===== src/rtl/irq_vec_pkg.sv =====
package irq_vec_pkg;
  localparam int NUM_LVL  = 8;
  localparam int LVL_W    = $clog2(NUM_LVL);
  localparam int NUM_PIN  = 4;
  localparam int NUM_EVT  = 7;
  localparam int NUM_SRC  = NUM_PIN + NUM_EVT;
  localparam int VEC_W    = 9;
  localparam int SW_W     = NUM_LVL / 2;

  typedef logic [LVL_W-1:0]   lvl_t;
  typedef logic [NUM_LVL-1:0] lvl_vec_t;
  typedef logic [VEC_W-1:0]   vec_t;

  // Level served by each source; pins occupy indices 0..NUM_PIN-1.
  function automatic lvl_t src_level(input int idx);
    case (idx)
      0, 1:    return lvl_t'(1);
      2, 3:    return lvl_t'(6);
      4:       return lvl_t'(2);
      5:       return lvl_t'(3);
      6:       return lvl_t'(4);
      7, 8, 9: return lvl_t'(5);
      default: return lvl_t'(7);
    endcase
  endfunction

  // Entry points are 64-byte spaced up to level 5, then 32-byte spaced.
  function automatic vec_t lvl_vector(input lvl_t lvl);
    vec_t v;
    if (lvl < lvl_t'(6)) v = vec_t'((int'(lvl) + 1) << 6);
    else                 v = vec_t'(9'h1C0 + ((int'(lvl) - 6) << 5));
    return v;
  endfunction
endpackage


===== src/rtl/irq_edge_sync.sv =====
module irq_edge_sync #(
  parameter int STAGES = 2
) (
  input  logic clk,
  input  logic rst_n,
  input  logic pin_i,
  output logic edge_o
);
  logic [STAGES-1:0] sync_q, sync_d;
  logic              prev_q, prev_d;

  always_comb begin
    sync_d = {sync_q[STAGES-2:0], pin_i};
    prev_d = sync_q[STAGES-1];
  end

  always_ff @(posedge clk or negedge rst_n) begin
    if (!rst_n) begin
      sync_q <= '0;
      prev_q <= 1'b0;
    end else begin
      sync_q <= sync_d;
      prev_q <= prev_d;
    end
  end

  assign edge_o = sync_q[STAGES-1] ^ prev_q;
endmodule


===== src/rtl/irq_pend_reg.sv =====
module irq_pend_reg
  import irq_vec_pkg::*;
(
  input  logic     clk,
  input  logic     rst_n,
  input  lvl_vec_t set_i,
  input  lvl_vec_t clr_i,
  output lvl_vec_t pend_o
);
  lvl_vec_t pend_q, pend_d;
  logic     pend_en;

  // Set dominates clear so a new event during acknowledge is kept.
  always_comb begin
    pend_en = (|set_i) | (|clr_i);
    pend_d  = (pend_q & ~clr_i) | set_i;
  end

  always_ff @(posedge clk or negedge rst_n) begin
    if (!rst_n)       pend_q <= '0;
    else if (pend_en) pend_q <= pend_d;
  end

  assign pend_o = pend_q;
endmodule


===== src/rtl/irq_prio_enc.sv =====
module irq_prio_enc
  import irq_vec_pkg::*;
(
  input  lvl_vec_t pend_i,
  input  logic     ie_i,
  output logic     req_o,
  output lvl_t     lvl_o,
  output vec_t     vec_o
);
  lvl_t top;

  always_comb begin
    top = '0;
    for (int i = 0; i < NUM_LVL; i++) begin
      if (pend_i[i]) top = lvl_t'(i);
    end
    req_o = ie_i & (|pend_i);
    lvl_o = top;
    vec_o = lvl_vector(top);
  end
endmodule


===== src/rtl/irq_vector_ctrl.sv =====
module irq_vector_ctrl
  import irq_vec_pkg::*;
#(
  parameter int SYNC_STAGES = 2
) (
  input  logic                clk,
  input  logic                rst_n,
  input  logic [NUM_PIN-1:0]  pin_i,
  input  logic [NUM_EVT-1:0]  evt_i,
  input  logic [NUM_SRC-1:0]  src_en_i,
  input  logic                ie_i,
  input  logic                sw_we_i,
  input  logic                sw_hi_i,
  input  logic [SW_W-1:0]     sw_bits_i,
  input  logic                irq_ack_i,
  output logic                irq_req_o,
  output logic [LVL_W-1:0]    irq_lvl_o,
  output logic [VEC_W-1:0]    irq_vec_o,
  output logic [NUM_LVL-1:0]  pend_o
);
  logic [NUM_PIN-1:0] pin_edge;
  logic [NUM_SRC-1:0] src_hit;
  lvl_vec_t           hw_set, sw_set, set_vec, clr_vec;

  for (genvar p = 0; p < NUM_PIN; p++) begin : g_pin
    irq_edge_sync #(.STAGES(SYNC_STAGES)) u_sync (
      .clk    (clk),
      .rst_n  (rst_n),
      .pin_i  (pin_i[p]),
      .edge_o (pin_edge[p])
    );
  end

  always_comb begin
    src_hit = {evt_i, pin_edge} & src_en_i;
    hw_set  = '0;
    for (int s = 0; s < NUM_SRC; s++) begin
      if (src_hit[s]) hw_set[src_level(s)] = 1'b1;
    end
    sw_set = '0;
    if (sw_we_i) begin
      if (sw_hi_i) sw_set[NUM_LVL-1:SW_W] = sw_bits_i;
      else         sw_set[SW_W-1:0]       = sw_bits_i;
    end
    set_vec = hw_set | sw_set;
    clr_vec = '0;
    if (irq_req_o && irq_ack_i) clr_vec[irq_lvl_o] = 1'b1;
  end

  irq_pend_reg u_pend (
    .clk    (clk),
    .rst_n  (rst_n),
    .set_i  (set_vec),
    .clr_i  (clr_vec),
    .pend_o (pend_o)
  );

  irq_prio_enc u_prio (
    .pend_i (pend_o),
    .ie_i   (ie_i),
    .req_o  (irq_req_o),
    .lvl_o  (irq_lvl_o),
    .vec_o  (irq_vec_o)
  );
endmodule


===== config.mk =====
export PLATFORM = sky130hd
export DESIGN_NAME = irq_vector_ctrl
export DESIGN_NICKNAME = d
export VERILOG_FILES = /design/src/rtl/irq_vec_pkg.sv /design/src/rtl/irq_edge_sync.sv /design/src/rtl/irq_pend_reg.sv /design/src/rtl/irq_prio_enc.sv /design/src/rtl/irq_vector_ctrl.sv
export SDC_FILE = /design/constraint.sdc
export NUM_CORES = 1
export LEC_CHECK = 0
export BUFFER_PORTS_ARGS = -buffer_cell sky130_fd_sc_hd__buf_2
export CORE_MARGIN = 8
export CORE_UTILIZATION = 45
export DETAILED_ROUTE_END_ITERATION = 10
export PLACE_DENSITY = 0.79
export SETUP_SLACK_MARGIN = 0.4
export SLEW_MARGIN = 20
export SYNTH_ARGS = -nofsm -noshare
export SYNTH_HDL_FRONTEND = slang
export SYNTH_SLANG_ARGS = --single-unit

===== constraint.sdc =====
create_clock -name clk -period 2.5 [get_ports clk]
set_input_delay 0.125 -clock clk [delete_from_list [all_inputs] [get_ports clk]]
set_output_delay 0.125 -clock clk [all_outputs]
set_load 0.05 [all_outputs]

Yosys cells after proc, flatten, opt, wreduce, memory -nomap -nowiden. Cells that the tools add are included.

Add/sub/neg operators: 3. Multiply operators: 0. Divide/modulo/power cells: 0. Magnitude comparators: 25. Equality and inequality tests: 0. Shift operators: 0. Muxes and demuxes: 58. Bitwise logic cells: 21. Reductions and logical operators: 16.

Operators with widths (count): $mux W8 (13); $or A8 B8 Y8 (12); $mux W3 (17); $lt A3 B4 Y1 const B (12); $demux W1 S3 (12); $ge A3 B1 Y1 const B (12); $reduce_or A8 Y1 (3); $logic_and A1 B1 Y1 (13); $mux W1 (13); $and A11 B11 Y11 (1); $add A9 B9 Y9 const A (1); $mux W9 (1); $and A8 B8 Y8 (1); $mux W4 (2); $not A8 Y8 (1); $sub A3 B3 Y4 const B (1); $xor A1 B1 Y1 (4); $add A3 B1 Y3 const B (1); $lt A3 B3 Y1 const B (1); $and A1 B1 Y1 (1); $or A1 B1 Y1 (1).

Register bits: 20. Latch bits: 0. RAM bits: 0. Memory bits (read-only): 0. Input bits: 32. Output and inout port bits: 21. Memories kept: 0.

Longest topological paths before layout.
Depth after elaboration: 31. Gate-level depth with buffers: 6.

By module. From an unflattened synthesis, not the netlist that was laid out.

Cell total of the unflattened synthesis: 92. Area, all modules: 940.9 um^2.

By module, submodules not included: irq_edge_sync (times used 4, cells each 4, area an instance 83.8 um^2, sequential area each 75.1 um^2); irq_pend_reg (times used 1, cells each 24, area an instance 290.3 um^2, sequential area each 200.2 um^2); irq_vector_ctrl (times used 1, cells each 28, area an instance 168.9 um^2, sequential area each 0.0 um^2); irq_prio_enc (times used 1, cells each 24, area an instance 146.4 um^2, sequential area each 0.0 um^2).

Worst setup path before layout. No wires, ideal clock.

Path kind: reg-to-output. Start point: register u_pend.pend_q[2], in the netlist u_pend.pend_o[2]. End point: output irq_vec_o[7]. Arrival time: 2.991 ns. Data required time: 2.375 ns. Setup slack: -0.616 ns. Stages on the path, launching flop included: 5. Cells stage by stage: dfrtp_1 nor2_1 o31ai_1 ha_1 or3_1.

Longest elaborated chain between the ends: 9.

Ends and longest elaborated chain: start, declared (line irq_pend_reg.sv:10) `lvl_vec_t pend_q, pend_d;`; start signal, assigned (line irq_pend_reg.sv:21) `else if (pend_en) pend_q <= pend_d;`; $mux W3 * (6 in a row) (line irq_prio_enc.sv:15) `if (pend_i[i]) top = lvl_t'(i);`; via irq_lvl_o[1] (line irq_vector_ctrl.sv:17) `output logic [LVL_W-1:0] irq_lvl_o,`; $sub A3 B3 Y4 (line irq_vec_pkg.sv:31) `else v = vec_t'(9'h1C0 + ((int'(lvl) - 6) << 5));`; $add A9 B9 Y9 (line irq_vec_pkg.sv:31); $mux W9 * (line irq_vec_pkg.sv:30) `if (lvl < lvl_t'(6)) v = vec_t'((int'(lvl) + 1) << 6);`; end, declared (line irq_vector_ctrl.sv:18) `output logic [VEC_W-1:0] irq_vec_o,`.

The timed path passes the listed nets; every way through them passes the cells marked *.

Final worst setup path.
Start point: register u_pend.pend_q[2], in the netlist u_pend.pend_o[2]. End point: output irq_vec_o[7].

Longest elaborated chain between the ends: 9.

Ends and longest elaborated chain (line): $mux W3 * (6 in a row) (irq_prio_enc.sv:15); $sub A3 B3 Y4 (irq_vec_pkg.sv:31); $add A9 B9 Y9 (irq_vec_pkg.sv:31); $mux W9 * (irq_vec_pkg.sv:30).

Every way passes the cells marked *; elsewhere a longest branch is shown, timed or not.

==> results_dict.tcl <==
set metrics [dict create \
    grt_max_degree 21 \
    fin_crit_ns 2.13 \
    io_pins 53 \
    synth_edf_count 0 \
    rows 16 \
    path_max_fanout 2 \
    final_hold_viol_count 0 \
    die_x_um 60.5 \
    yosys-top-cells-area "dfrtp_1 (56%), nand2_1 (5.0%), xor2_1 (4.9%)" \
    path_clk_slew_ns 0.11 \
    setup_viol 0 \
    core_area_mm2 0.00192 \
    cap_violations 0 \
    p_sw_w 0.000209 \
    clk_latency_ns 0.30 \
    share_comb_of_total_power_pct 22.7 \
    cts_tree "done" \
    cts_max_level 1 \
    total_power_w 0.000695 \
    syn_avg_cell_area_um2 11.2 \
    grt_pass1_wl_mm 3.67 \
    instances_no_fill 167 \
    grt_usage_pct 13.6 \
    synth_area_um2 892 \
    dieArea_mm2 0.00366 \
    synth_seq_cells 20 \
    ant_nets 0 \
    fill_cells 157 \
    routed_wl_mm 2.50 \
    irDropWorstVdd_mv 0.470 \
    grt_remaining_overflow 0 \
    place_congestion 0.823 \
    die_h_um 60.5 \
    num_antenna_cells 0 \
    power_density_mw_per_mm2 511 \
    synth_warnings 0 \
    synthArstFlopShare_pct 100 \
    syn_to_final_growth_pct 52.5 \
    yosysSeqAreaShare_pct 56.1 \
    endpoint_kind "primary output" \
    vias 830 \
    leakage_nw 0.627 \
    start_util_pct 46.4 \
    synth_top_cell_area_share_pct 56.1 \
    pwr-share-clk_pct 26.9 \
    synth_most_common_cell "dfrtp_1" \
    clockBufferDepth 2 \
    critPathLaunchType "flop" \
    synth.distinct_cells 26 \
    drtIter0Drc 20 \
    drive_gt1_share_pct 52.9 \
    portBuffers 47 \
    max_stage_delay_ns 0.42 \
    p_sw_share_pct 30.1 \
    p_seq_share_pct 50.4 \
    drcViolationCount 0 \
    max_freq_ghz 0.470 \
    cts_sinks 20 \
    place_inst 152 \
    first_pass_iters 5 \
    cp.required_ns 2.38 \
    grt_pass1_vias 824 \
    intPower_w 0.000486 \
    crit_type "reg2out" \
    viasPerCell 4.97 \
    nNetsFinal 174 \
    cp.arrival_ns 2.00 \
    synthFlopType "dfrtp_1" \
    final_util_pct 70.8 \
    rsz0062_at_grt "yes" \
    synthCells 80 \
    cp_cell_sequence "nand2b_4 -> a221oi_4 -> or2_4 -> ha_4 -> or3_4 -> buf_6" \
    hpwl_mm 1.97 \
    cts_buffers 3 \
    fin_skew_ns 0.00544 \
    synthTopCellsByCount "dfrtp_1 (20), nand2_1 (12)" \
    status "finished, final reports clean" \
    crit_slowest_cell "dfrtp_2" \
    hold_path_class "in2reg" \
    synth_largest_area_cell "dfrtp_1" \
    report.final.slew_viol_count 0 \
    routedWlPerCell_um 15.0 \
    period_share_pct 85.0 \
    grt_antenna_before_repair 0 \
    root_buffer "clkbuf_4" \
    tns_ns 0 \
]
## through the flow
stage,worst slack [ns],hold WS [ns],area [µm²]
global route,0.302,0.0382,1360
detailed placement,0.480,0.0889,1170
global placement,0.546,0.0823,1170
CTS,0.355,0.0177,1320
finish,0.374,0.0201,1360
floorplan,0.393,-0.171,943
## sequential cells by signal, summed over array words and instances, names as in the netlist
name and count:
g_pin.u_sync.sync_q 8, u_pend.pend_o 8, g_pin.u_sync.prev_q 4
## worst paths after layout
path / startpoint / endpoint / slack [ns] / depth (start not counted)
min in group asynchronous: rst_n / g_pin[2].u_sync.prev_q / 0.28 / 2
max in group asynchronous: rst_n / u_pend.pend_o[5] / 1.89 / 2
hold reg to reg: g_pin[1].u_sync.sync_q[0] / g_pin[1].u_sync.sync_q[1] / 0.36 / 0
setup reg to reg: u_pend.pend_o[5] / u_pend.pend_o[4] / 0.71 / 6
setup / recovery: u_pend.pend_o[2] / irq_vec_o[7] / 0.37 / 6
hold / removal: src_en_i[10] / u_pend.pend_o[7] / 0.02 / 3
## cells in the final DEF (no fill, tap or decap)
cell type and instances:
or4_4 1, a32oi_1 2, clkbuf_4 3, buf_6 3
xor2_1 5, conb_1 5, clkbuf_8 1, and2_2 1
nor2_2 1, dlygate4sd3_1 5, dfrtp_1 15, nand3_1 5
a22o_1 1, a222oi_1 2, nor2b_1 2, buf_2 44
o21ai_0 2, a22oi_1 2, nand2b_4 1, nand2_1 12
or3_4 1, or2_4 1, dfrtp_2 5, nand2b_1 1
inv_2 1, nor2_1 3, o31ai_1 2, nor2_4 1
o31ai_4 1, buf_4 6, nand4_1 1, a2bb2oi_1 1
ha_4 1, nor4b_4 1, a221oi_4 1
## repair_timing
| item | 4_1_cts | 5_1_grt |
|---|---|---|
| pin swaps | 2 | 2 |
| gates cloned | 0 | 0 |
| buffers inserted | 4 | 2 |
| setup endpoints to repair | 2 | 3 |
| gates resized for setup | 8 | 6 |
| hold buffers | 5 | 0 |
| hold endpoints to repair | 24 | 0 |
## layer usage
layer	part of all wire, %	GRT usage (%)
met1	35	13.0
met2	52	25.6
met3	12	5.30
met4	0.88	4.65
met5	0	0
## final cells by class
type                       count  area (µm²)  area share [%]
clock buffer                   4        36.3            2.67
inverter                       1        3.75           0.276
multi-input combinational     57         430            31.6
sequential                    20         507            37.3
tap                           27        33.8            2.48
timing repair buffer          58         349            25.7
## kinds of logic after synthesis
kind of cell | count (synthesis) | share of synthesized area [%]
flops | 20 | 56.1
xor+xnor | 5 | 4.91
simple gates | 32 | 19.6
compound gates | 14 | 12.5
other cells | 1 | 0.420
fa+ha+maj | 1 | 1.40
buf+inv | 7 | 5.05
## worst max-delay path, delay by kind of cell, from the launching register on
kind / cells / cell delay (ns)
AO/OA/AOI/OAI: 1 / 0.27
buffers and inverters: 1 / 0.16
flip-flops: 1 / 0.42
adder cells (fa/ha/maj): 1 / 0.19
AND/OR/NAND/NOR: 3 / 0.65
## power by group through the flow
| stage | Clock, W | Sequential [W] | Combinational, W |
|---|---|---|---|
| 3_5_place_dp | 0 | 0.000356 | 0.000138 |
| 4_1_cts | 0.000189 | 0.000351 | 0.000151 |
| 6_report | 0.000187 | 0.000350 | 0.000158 |
| 2_1_floorplan | 0 | 0.000366 | 0.0000827 |
| 3_3_place_gp | 0 | 0.000355 | 0.000135 |
| 5_1_grt | 0.000205 | 0.000353 | 0.000169 |
(Power assumes the default switching activity.)
